`src/rtl/db_pkg.sv`:
```
package db_pkg;
  localparam int ADDR_W = 12;

  localparam logic [ADDR_W-1:0] OFF_STAT = 12'hA08;
  localparam logic [ADDR_W-1:0] OFF_EN   = 12'hA0C;
  localparam logic [ADDR_W-1:0] OFF_RING = 12'hA10;
  localparam logic [ADDR_W-1:0] OFF_PEER = 12'hA14;

  typedef enum logic [2:0] {
    SEL_NONE,
    SEL_STAT,
    SEL_EN,
    SEL_RING,
    SEL_PEER
  } db_sel_e;

  function automatic db_sel_e decode_sel(input logic [ADDR_W-1:0] a);
    case (a)
      OFF_STAT: return SEL_STAT;
      OFF_EN:   return SEL_EN;
      OFF_RING: return SEL_RING;
      OFF_PEER: return SEL_PEER;
      default:  return SEL_NONE;
    endcase
  endfunction
endpackage

```
`src/rtl/db_port_if.sv`:
```
module db_port_if
  import db_pkg::*;
#(
  parameter int DB_W   = 15,
  parameter int DATA_W = 32
) (
  input  logic              clk,
  input  logic              rst_n,
  input  logic [ADDR_W-1:0] addr,
  input  logic              wr,
  input  logic [DATA_W-1:0] wdata,
  input  logic [DB_W-1:0]   loc_stat,
  input  logic [DB_W-1:0]   loc_en,
  input  logic [DB_W-1:0]   rem_en,
  output logic [DB_W-1:0]   clr_vec,
  output logic              en_we,
  output logic [DB_W-1:0]   en_wdata,
  output logic [DB_W-1:0]   ring_vec,
  output logic [DATA_W-1:0] rdata
);
  localparam int PAD_W = DATA_W - DB_W;

  db_sel_e   sel;
  logic [DB_W-1:0] rd_field;

  assign sel      = decode_sel(addr);
  assign clr_vec  = (wr && sel == SEL_STAT) ? wdata[DB_W-1:0] : '0;
  assign ring_vec = (wr && sel == SEL_RING) ? wdata[DB_W-1:0] : '0;
  assign en_we    = wr && sel == SEL_EN;
  assign en_wdata = wdata[DB_W-1:0];

  always_comb begin
    case (sel)
      SEL_STAT: rd_field = loc_stat;
      SEL_EN:   rd_field = loc_en;
      SEL_PEER: rd_field = rem_en;
      default:  rd_field = '0;
    endcase
  end

  assign rdata = {{PAD_W{1'b0}}, rd_field};


  ring_read_zero_chk: assert property (@(posedge clk) disable iff (!rst_n)
    addr == OFF_RING |-> rdata == '0);


  upper_ignore_chk: assert property (@(posedge clk) disable iff (!rst_n)
    (wr && addr == OFF_RING && wdata[DATA_W-1:DB_W] != '0) |-> ring_vec == wdata[DB_W-1:0]);
endmodule

```
`src/rtl/db_side_state.sv`:
```
module db_side_state #(
  parameter int DB_W = 15
) (
  input  logic            clk,
  input  logic            rst_n,
  input  logic [DB_W-1:0] clr_vec,
  input  logic [DB_W-1:0] set_vec,
  input  logic            en_we,
  input  logic [DB_W-1:0] en_wdata,
  output logic [DB_W-1:0] stat,
  output logic [DB_W-1:0] en,
  output logic            irq
);
  function automatic logic [DB_W-1:0] merge_bits(input logic [DB_W-1:0] old_v,
                                                 input logic [DB_W-1:0] clr_v,
                                                 input logic [DB_W-1:0] set_v);
    return (old_v & ~clr_v) | set_v;
  endfunction

  function automatic logic pending(input logic [DB_W-1:0] s, input logic [DB_W-1:0] e);
    return |(s & e);
  endfunction

  logic [DB_W-1:0] stat_nx;
  logic [DB_W-1:0] collide;

  assign stat_nx = merge_bits(stat, clr_vec, set_vec);
  assign collide = clr_vec & set_vec;

  always_ff @(posedge clk) begin
    if (!rst_n) begin
      stat <= '0;
      en   <= '0;
      irq  <= 1'b0;
    end else begin
      stat <= stat_nx;
      if (en_we) en <= en_wdata;
      irq  <= pending(stat, en);
    end
  end


  ring_set_chk: assert property (@(posedge clk) disable iff (!rst_n)
    set_vec != '0 |=> (stat & $past(set_vec)) == $past(set_vec));


  owner_clear_chk: assert property (@(posedge clk) disable iff (!rst_n)
    1'b1 |=> (($past(stat) & ~stat) & ~$past(clr_vec)) == '0);


  set_wins_chk: assert property (@(posedge clk) disable iff (!rst_n)
    collide != '0 |=> (stat & $past(collide)) == $past(collide));


  en_load_chk: assert property (@(posedge clk) disable iff (!rst_n)
    en_we |=> en == $past(en_wdata));


  irq_lag_chk: assert property (@(posedge clk) disable iff (!rst_n)
    1'b1 |=> irq == $past(|(stat & en)));
endmodule

```
`src/rtl/doorbell_xchg.sv`:
```
module doorbell_xchg
  import db_pkg::*;
#(
  parameter int DB_W   = 15,
  parameter int DATA_W = 32
) (
  input  logic              clk,
  input  logic              rst_n,
  input  logic [11:0]       a_addr,
  input  logic              a_wr,
  input  logic [DATA_W-1:0] a_wdata,
  output logic [DATA_W-1:0] a_rdata,
  output logic              a_irq,
  input  logic [11:0]       b_addr,
  input  logic              b_wr,
  input  logic [DATA_W-1:0] b_wdata,
  output logic [DATA_W-1:0] b_rdata,
  output logic              b_irq
);
  localparam int SIDES = 2;

  logic [ADDR_W-1:0] addr_s  [SIDES];
  logic              wr_s    [SIDES];
  logic [DATA_W-1:0] wdata_s [SIDES];
  logic [DATA_W-1:0] rdata_s [SIDES];
  logic              irq_s   [SIDES];
  logic [DB_W-1:0]   stat_s  [SIDES];
  logic [DB_W-1:0]   en_s    [SIDES];
  logic [DB_W-1:0]   clr_s   [SIDES];
  logic [DB_W-1:0]   ring_s  [SIDES];
  logic              enwe_s  [SIDES];
  logic [DB_W-1:0]   enwd_s  [SIDES];

  assign addr_s[0]  = a_addr;
  assign wr_s[0]    = a_wr;
  assign wdata_s[0] = a_wdata;
  assign addr_s[1]  = b_addr;
  assign wr_s[1]    = b_wr;
  assign wdata_s[1] = b_wdata;
  assign a_rdata    = rdata_s[0];
  assign a_irq      = irq_s[0];
  assign b_rdata    = rdata_s[1];
  assign b_irq      = irq_s[1];

  for (genvar s = 0; s < SIDES; s++) begin : g_side
    localparam int PEER = SIDES - 1 - s;

    db_port_if #(.DB_W(DB_W), .DATA_W(DATA_W)) u_port (
      .clk      (clk),
      .rst_n    (rst_n),
      .addr     (addr_s[s]),
      .wr       (wr_s[s]),
      .wdata    (wdata_s[s]),
      .loc_stat (stat_s[s]),
      .loc_en   (en_s[s]),
      .rem_en   (en_s[PEER]),
      .clr_vec  (clr_s[s]),
      .en_we    (enwe_s[s]),
      .en_wdata (enwd_s[s]),
      .ring_vec (ring_s[s]),
      .rdata    (rdata_s[s])
    );

    db_side_state #(.DB_W(DB_W)) u_state (
      .clk      (clk),
      .rst_n    (rst_n),
      .clr_vec  (clr_s[s]),
      .set_vec  (ring_s[PEER]),
      .en_we    (enwe_s[s]),
      .en_wdata (enwd_s[s]),
      .stat     (stat_s[s]),
      .en       (en_s[s]),
      .irq      (irq_s[s])
    );
  end
endmodule

```
`config.mk`:
```
export PLATFORM = sky130hd
export DESIGN_NAME = doorbell_xchg
export DESIGN_NICKNAME = d
export VERILOG_FILES = /design/src/rtl/db_pkg.sv /design/src/rtl/db_port_if.sv /design/src/rtl/db_side_state.sv /design/src/rtl/doorbell_xchg.sv
export SDC_FILE = /design/constraint.sdc
export NUM_CORES = 1
export LEC_CHECK = 0
export BUFFER_PORTS_ARGS = -buffer_cell sky130_fd_sc_hd__buf_4
export CORE_MARGIN = 8
export CORE_UTILIZATION = 45
export DETAILED_ROUTE_END_ITERATION = 12
export GPL_ROUTABILITY_DRIVEN = 0
export PLACE_DENSITY = 0.84
export SKIP_LAST_GASP = 1
export SYNTH_ARGS = -nofsm -noshare
export SYNTH_HDL_FRONTEND = slang
export SYNTH_HIERARCHICAL = 1
export SYNTH_SLANG_ARGS = --single-unit
```
`constraint.sdc`:
```
create_clock -name clk -period 4.73 [get_ports clk]
set_input_delay 0.946 -clock clk [delete_from_list [all_inputs] [get_ports clk]]
set_output_delay 0.946 -clock clk [all_outputs]
set_load 0.01 [all_outputs]
```
# Word-level counts from Yosys, hierarchy flattened

Cells that the tools add are included.

Flip-flop bits (word level): 62
Word-level logic and storage cells: 46

Equality and inequality tests: 16
Mux-type cells: 8
Bitwise gates (word level): 8
Reductions and logical operators: 8

Operators by type and width:

| kind                                                            | count |
|---|---|
| 12-bit == test, second input constant                           | 8 |
| 15-bit one-hot mux with 3 select lines                          | 2 |
| 15-bit bitwise AND                                              | 4 |
| 15-bit two-way mux                                              | 4 |
| 15-bit NOT                                                      | 2 |
| 15-bit bitwise OR                                               | 2 |
| 15-bit OR reduction                                             | 2 |
| 3-bit one-hot mux with 4 select lines                           | 2 |
| 3-bit by 2-bit == test with 1-bit output, second input constant | 4 |
| 3-bit by 1-bit == test with 1-bit output, second input constant | 2 |
| 3-bit == test, second input constant                            | 2 |
| 1-bit logical AND                                               | 6 |

# Logic depth before layout (Yosys ltp)

Depth in word-level cells: 8
Mapped depth: 9

# By module

Netlist, hierarchy kept.

By module, submodules not included:

| module        | instances | cells each | area an instance (um^2) | sequential area each (um^2) |
|---|---|---|---|---|
| db_side_state | 2         | 106        | 1178.6                  | 620.6 |
| db_port_if    | 2         | 145        | 902.1                   | 0.0 |

# Worst setup path before layout

Ideal clock, no wire load.

Kind: input -> output
Start: input a_addr[2]
End: output a_rdata[0]
Arrival time: 1.905 ns
Setup slack: 1.879 ns
Cell stages on the path: 5
Buffers on the path: 2
Path through: buf_2 > buf_2 > mux2_2 > a22oi_1 > nor2_1

Word-level cells in the longest chain between the ends: 4

RTL lines:

| element                                     | RTL line            | RTL |
|---|---|---|
| from (decl)                                 | doorbell_xchg.sv:9  | `input logic [11:0] a_addr,` |
| 12-bit == test                              | db_pkg.sv:18        | `case (a)` |
| 3-bit one-hot mux with 4 select lines *     | db_pkg.sv:18        |  |
| 3-bit == test, or another cell as far along | db_port_if.sv:33    | `case (sel)` |
| 15-bit one-hot mux with 3 select lines *    | db_port_if.sv:33    |  |
| to (decl)                                   | doorbell_xchg.sv:12 | `output logic [DATA_W-1:0] a_rdata,` |

Every way passes the cells marked *; elsewhere a longest branch is shown, timed or not.

# Worst setup path after layout

Start: input b_addr[2]
End: output b_rdata[8]

Word-level cells in the longest chain between the ends: 4

RTL lines:

| element                                     | RTL line            | RTL |
|---|---|---|
| from (decl)                                 | doorbell_xchg.sv:14 | `input logic [11:0] b_addr,` |
| 12-bit == test                              | db_pkg.sv:18        |  |
| 3-bit one-hot mux with 4 select lines *     | db_pkg.sv:18        |  |
| 3-bit == test, or another cell as far along | db_port_if.sv:33    |  |
| 15-bit one-hot mux with 3 select lines *    | db_port_if.sv:33    |  |
| to (decl)                                   | doorbell_xchg.sv:17 | `output logic [DATA_W-1:0] b_rdata,` |

Marked as above.

==> reports/metrics.csv <==
metric,value,unit
Detailed Route WL,11480,microns
synth-to-layout area growth,13.65,%
Routed Antenna Nets,0,
sequential area share after synthesis,29.83,%
max_slew headroom,51.21,%
worst-skew pair later-pin latency,0.34,ns
port bufs,89,
hold buffer count at cts,0,
core area,9109,sq um
Mapped Area,4161,sq um
Hold Path Cell Cnt,2,
DP Wirelength,8836,microns
per-cell routed wire length,17.40,microns
Reg2Reg Depth,3,
required time of the critical path,3.78,ns
die area,12580,sq um
GRT overflow,0,
fin. max-slew vios,0,
nets@finish,636,
Synth area leaders,"dfxtp_1, buf_4, nor2b_1",
critical path capture point type,primary output,
r2r endpoint,g_side[0].u_state/irq,
TNS Setup,0,ns
worst slew pin tran,0.7280,ns
H-Tree Depth,3,
num rows,35,
number of synthesized register bits,62,
setup bufs post-CTS,0,
Layout Cells excl Fill,660,
DRC violations left,0,
Ant. Diodes,0,
largest net degree at the start of global routing,63,
mean post-synth cell area,8.290,sq um
share of cells above drive strength 1,27.14,%
Die W,112.2,microns
critical path type,primary input to primary output,
setup repair after global routing missed its margin,no,
peak supply drop,0.0001415,V
crit path DAT,2.35,ns
HP Start,g_side[1].u_state/en[2],
first-pass GRT wire length,18080,microns
Reg-to-Reg Start,g_side[0].u_state/en[8],
synth warn,6,
cts bufs inserted,9,
Via density,5.480,
vias,3617,
top-area cell type share of the netlist area,29.83,%
CTS Sinks,62,
Netlist cell types,22,
CTS max path bufs,2,
CTS root buffer,clkbuf_8,
Yosys top cell by area,dfxtp_1,
Min-Delay Path Class,register to register,
PostCTS Resize Cnt,0,
Fmax,303.6,MHz
starting density of the core,45.69,%
Crit Path Max Fanout,18,
fin crit period,3.294,ns
initial antenna violation count,0,
Final setup viols,0,
CTS tree,done,
Leakage,1.777,nW
hold endpoint,g_side[1].u_state/en[2],
router iterations before antenna repair,6,
Post-Syn Instances,502,
Worst Skew,0.009278,ns
Worst setup SP type,primary input,
placed insts,644,
Hold Slack,0.5693,ns
Pwr Density,249.0,nW/um^2
die height,112.2,microns
period utilization,69.64,%
Ports,158,
outcome,completed,
Overall Global Routing Usage,17.74,%
number of global-route vias before repair,3595,
final hold vios,0,
"CTS clk-pin slew, worst paths",0.07,ns
max-capacitance violation count,0,
Reg2Reg Setup Slack,3.54,ns
DR iter-0 viols,386,
-- critical path, stage by stage --
cell and delay (ns):
buf_4 0.23, and3b_1 0.58, a22oi_1 0.20, nor2_1 0.21
buf_4 0.17
-- flip-flops by register name, indices dropped and copies added, names as in the netlist --
| name | cells |
|---|---|
| g_side.u_state/en | 30 |
| g_side.u_state/irq | 2 |
| g_side.u_state/stat | 30 |
-- how the worst max path moves through the flow --
stage | from | to | slack, ns | depth (start not counted)
finish | b_addr[2] | b_rdata[8] | 1.44 | 5
global route | b_addr[8] | b_rdata[8] | 1.35 | 6
CTS | a_addr[8] | a_rdata[13] | 1.44 | 6
detailed placement | a_addr[8] | a_rdata[13] | 1.44 | 6
global placement | a_addr[8] | a_rdata[14] | 1.46 | 6
floorplan | a_addr[2] | a_rdata[0] | 1.88 | 5
-- per-layer routing --
| metal | vias to the layer above | wire, microns | GRT usage, % |
|---|---|---|---|
| li1 | 1684 | - | - |
| met1 | 1679 | 4500 | 20.57 |
| met2 | 222 | 5546 | 29.59 |
| met3 | 32 | 1001 | 3.811 |
| met4 | 0 | 433 | 10.43 |
| met5 | - | 0 | 0 |
-- placed cells by master (no fill, tap or decap) --
cell and count:
nor2b_1 64, a222oi_1 2, conb_1 34, nor2b_2 2, nor4bb_2 2, bufinv_16 3
clkinv_2 3, o21a_1 32, nand3b_2 2, nand4b_1 4, mux2_2 30, and3b_1 2
nor2_1 92, nand4_1 2, clkbuf_8 9, a22oi_1 42, nand3_1 4, nor4_4 2
dfxtp_1 62, clkinvlp_4 1, mux2i_1 30, nand2_1 30, buf_4 95
-- cells in the mapped netlist (all sizes together) --
cell / n
nand4: 2
o21a: 32
nor4: 2
mux2: 30
a222oi: 2
dfxtp: 62
nor4bb: 2
clkbuf: 8
mux2i: 30
nand3: 4
nand4b: 4
nand2: 30
conb: 2
nand3b: 2
buf: 88
a22oi: 42
nor2: 92
nor2b: 66
and3b: 2
-- power by group --
group          leakage [nW]  switching, mW  internal, mW  total (mW)
sequential            0.499      0.0000536         0.522       0.522
combinational          1.16         0.0538        0.0462       0.100
clock                 0.119          0.209         0.347       0.556
-- logic make-up after synthesis --
| kind of cell | Yosys count | share of synthesized area, % |
|---|---|---|
| and+or+nand+nor | 206 | 25.14 |
| muxes | 60 | 15.33 |
| AOI/OAI and AO/OA | 76 | 13.83 |
| other | 2 | 0.1805 |
| buffers and inverters | 96 | 15.69 |
| DFF | 62 | 29.83 |
-- final cells by class --
cell class | instances | area [sq um]
fill | 791 | 4379
tap | 111 | 138.9
clock buffer | 9 | 123.9
clock inverter | 7 | 112.6
sequential | 62 | 1241
timing repair buffer | 95 | 713.2
multi-input combinational | 376 | 2400
-- per-stage QoR --
step / utilization (%) / instance area [sq um] / setup WS (ns) / total power, mW
3_3_place_gp: 49.33 / 4493 / 1.457 / 0.6290
5_1_grt: 51.92 / 4730 / 1.350 / 1.218
3_5_place_dp: 49.33 / 4493 / 1.441 / 0.6316
6_report: 51.92 / 4730 / 1.436 / 1.178
4_1_cts: 51.92 / 4730 / 1.441 / 1.180
2_1_floorplan: - / 4282 / 1.879 / 0.6212
Note: power is estimated with default switching activity, not from simulation.
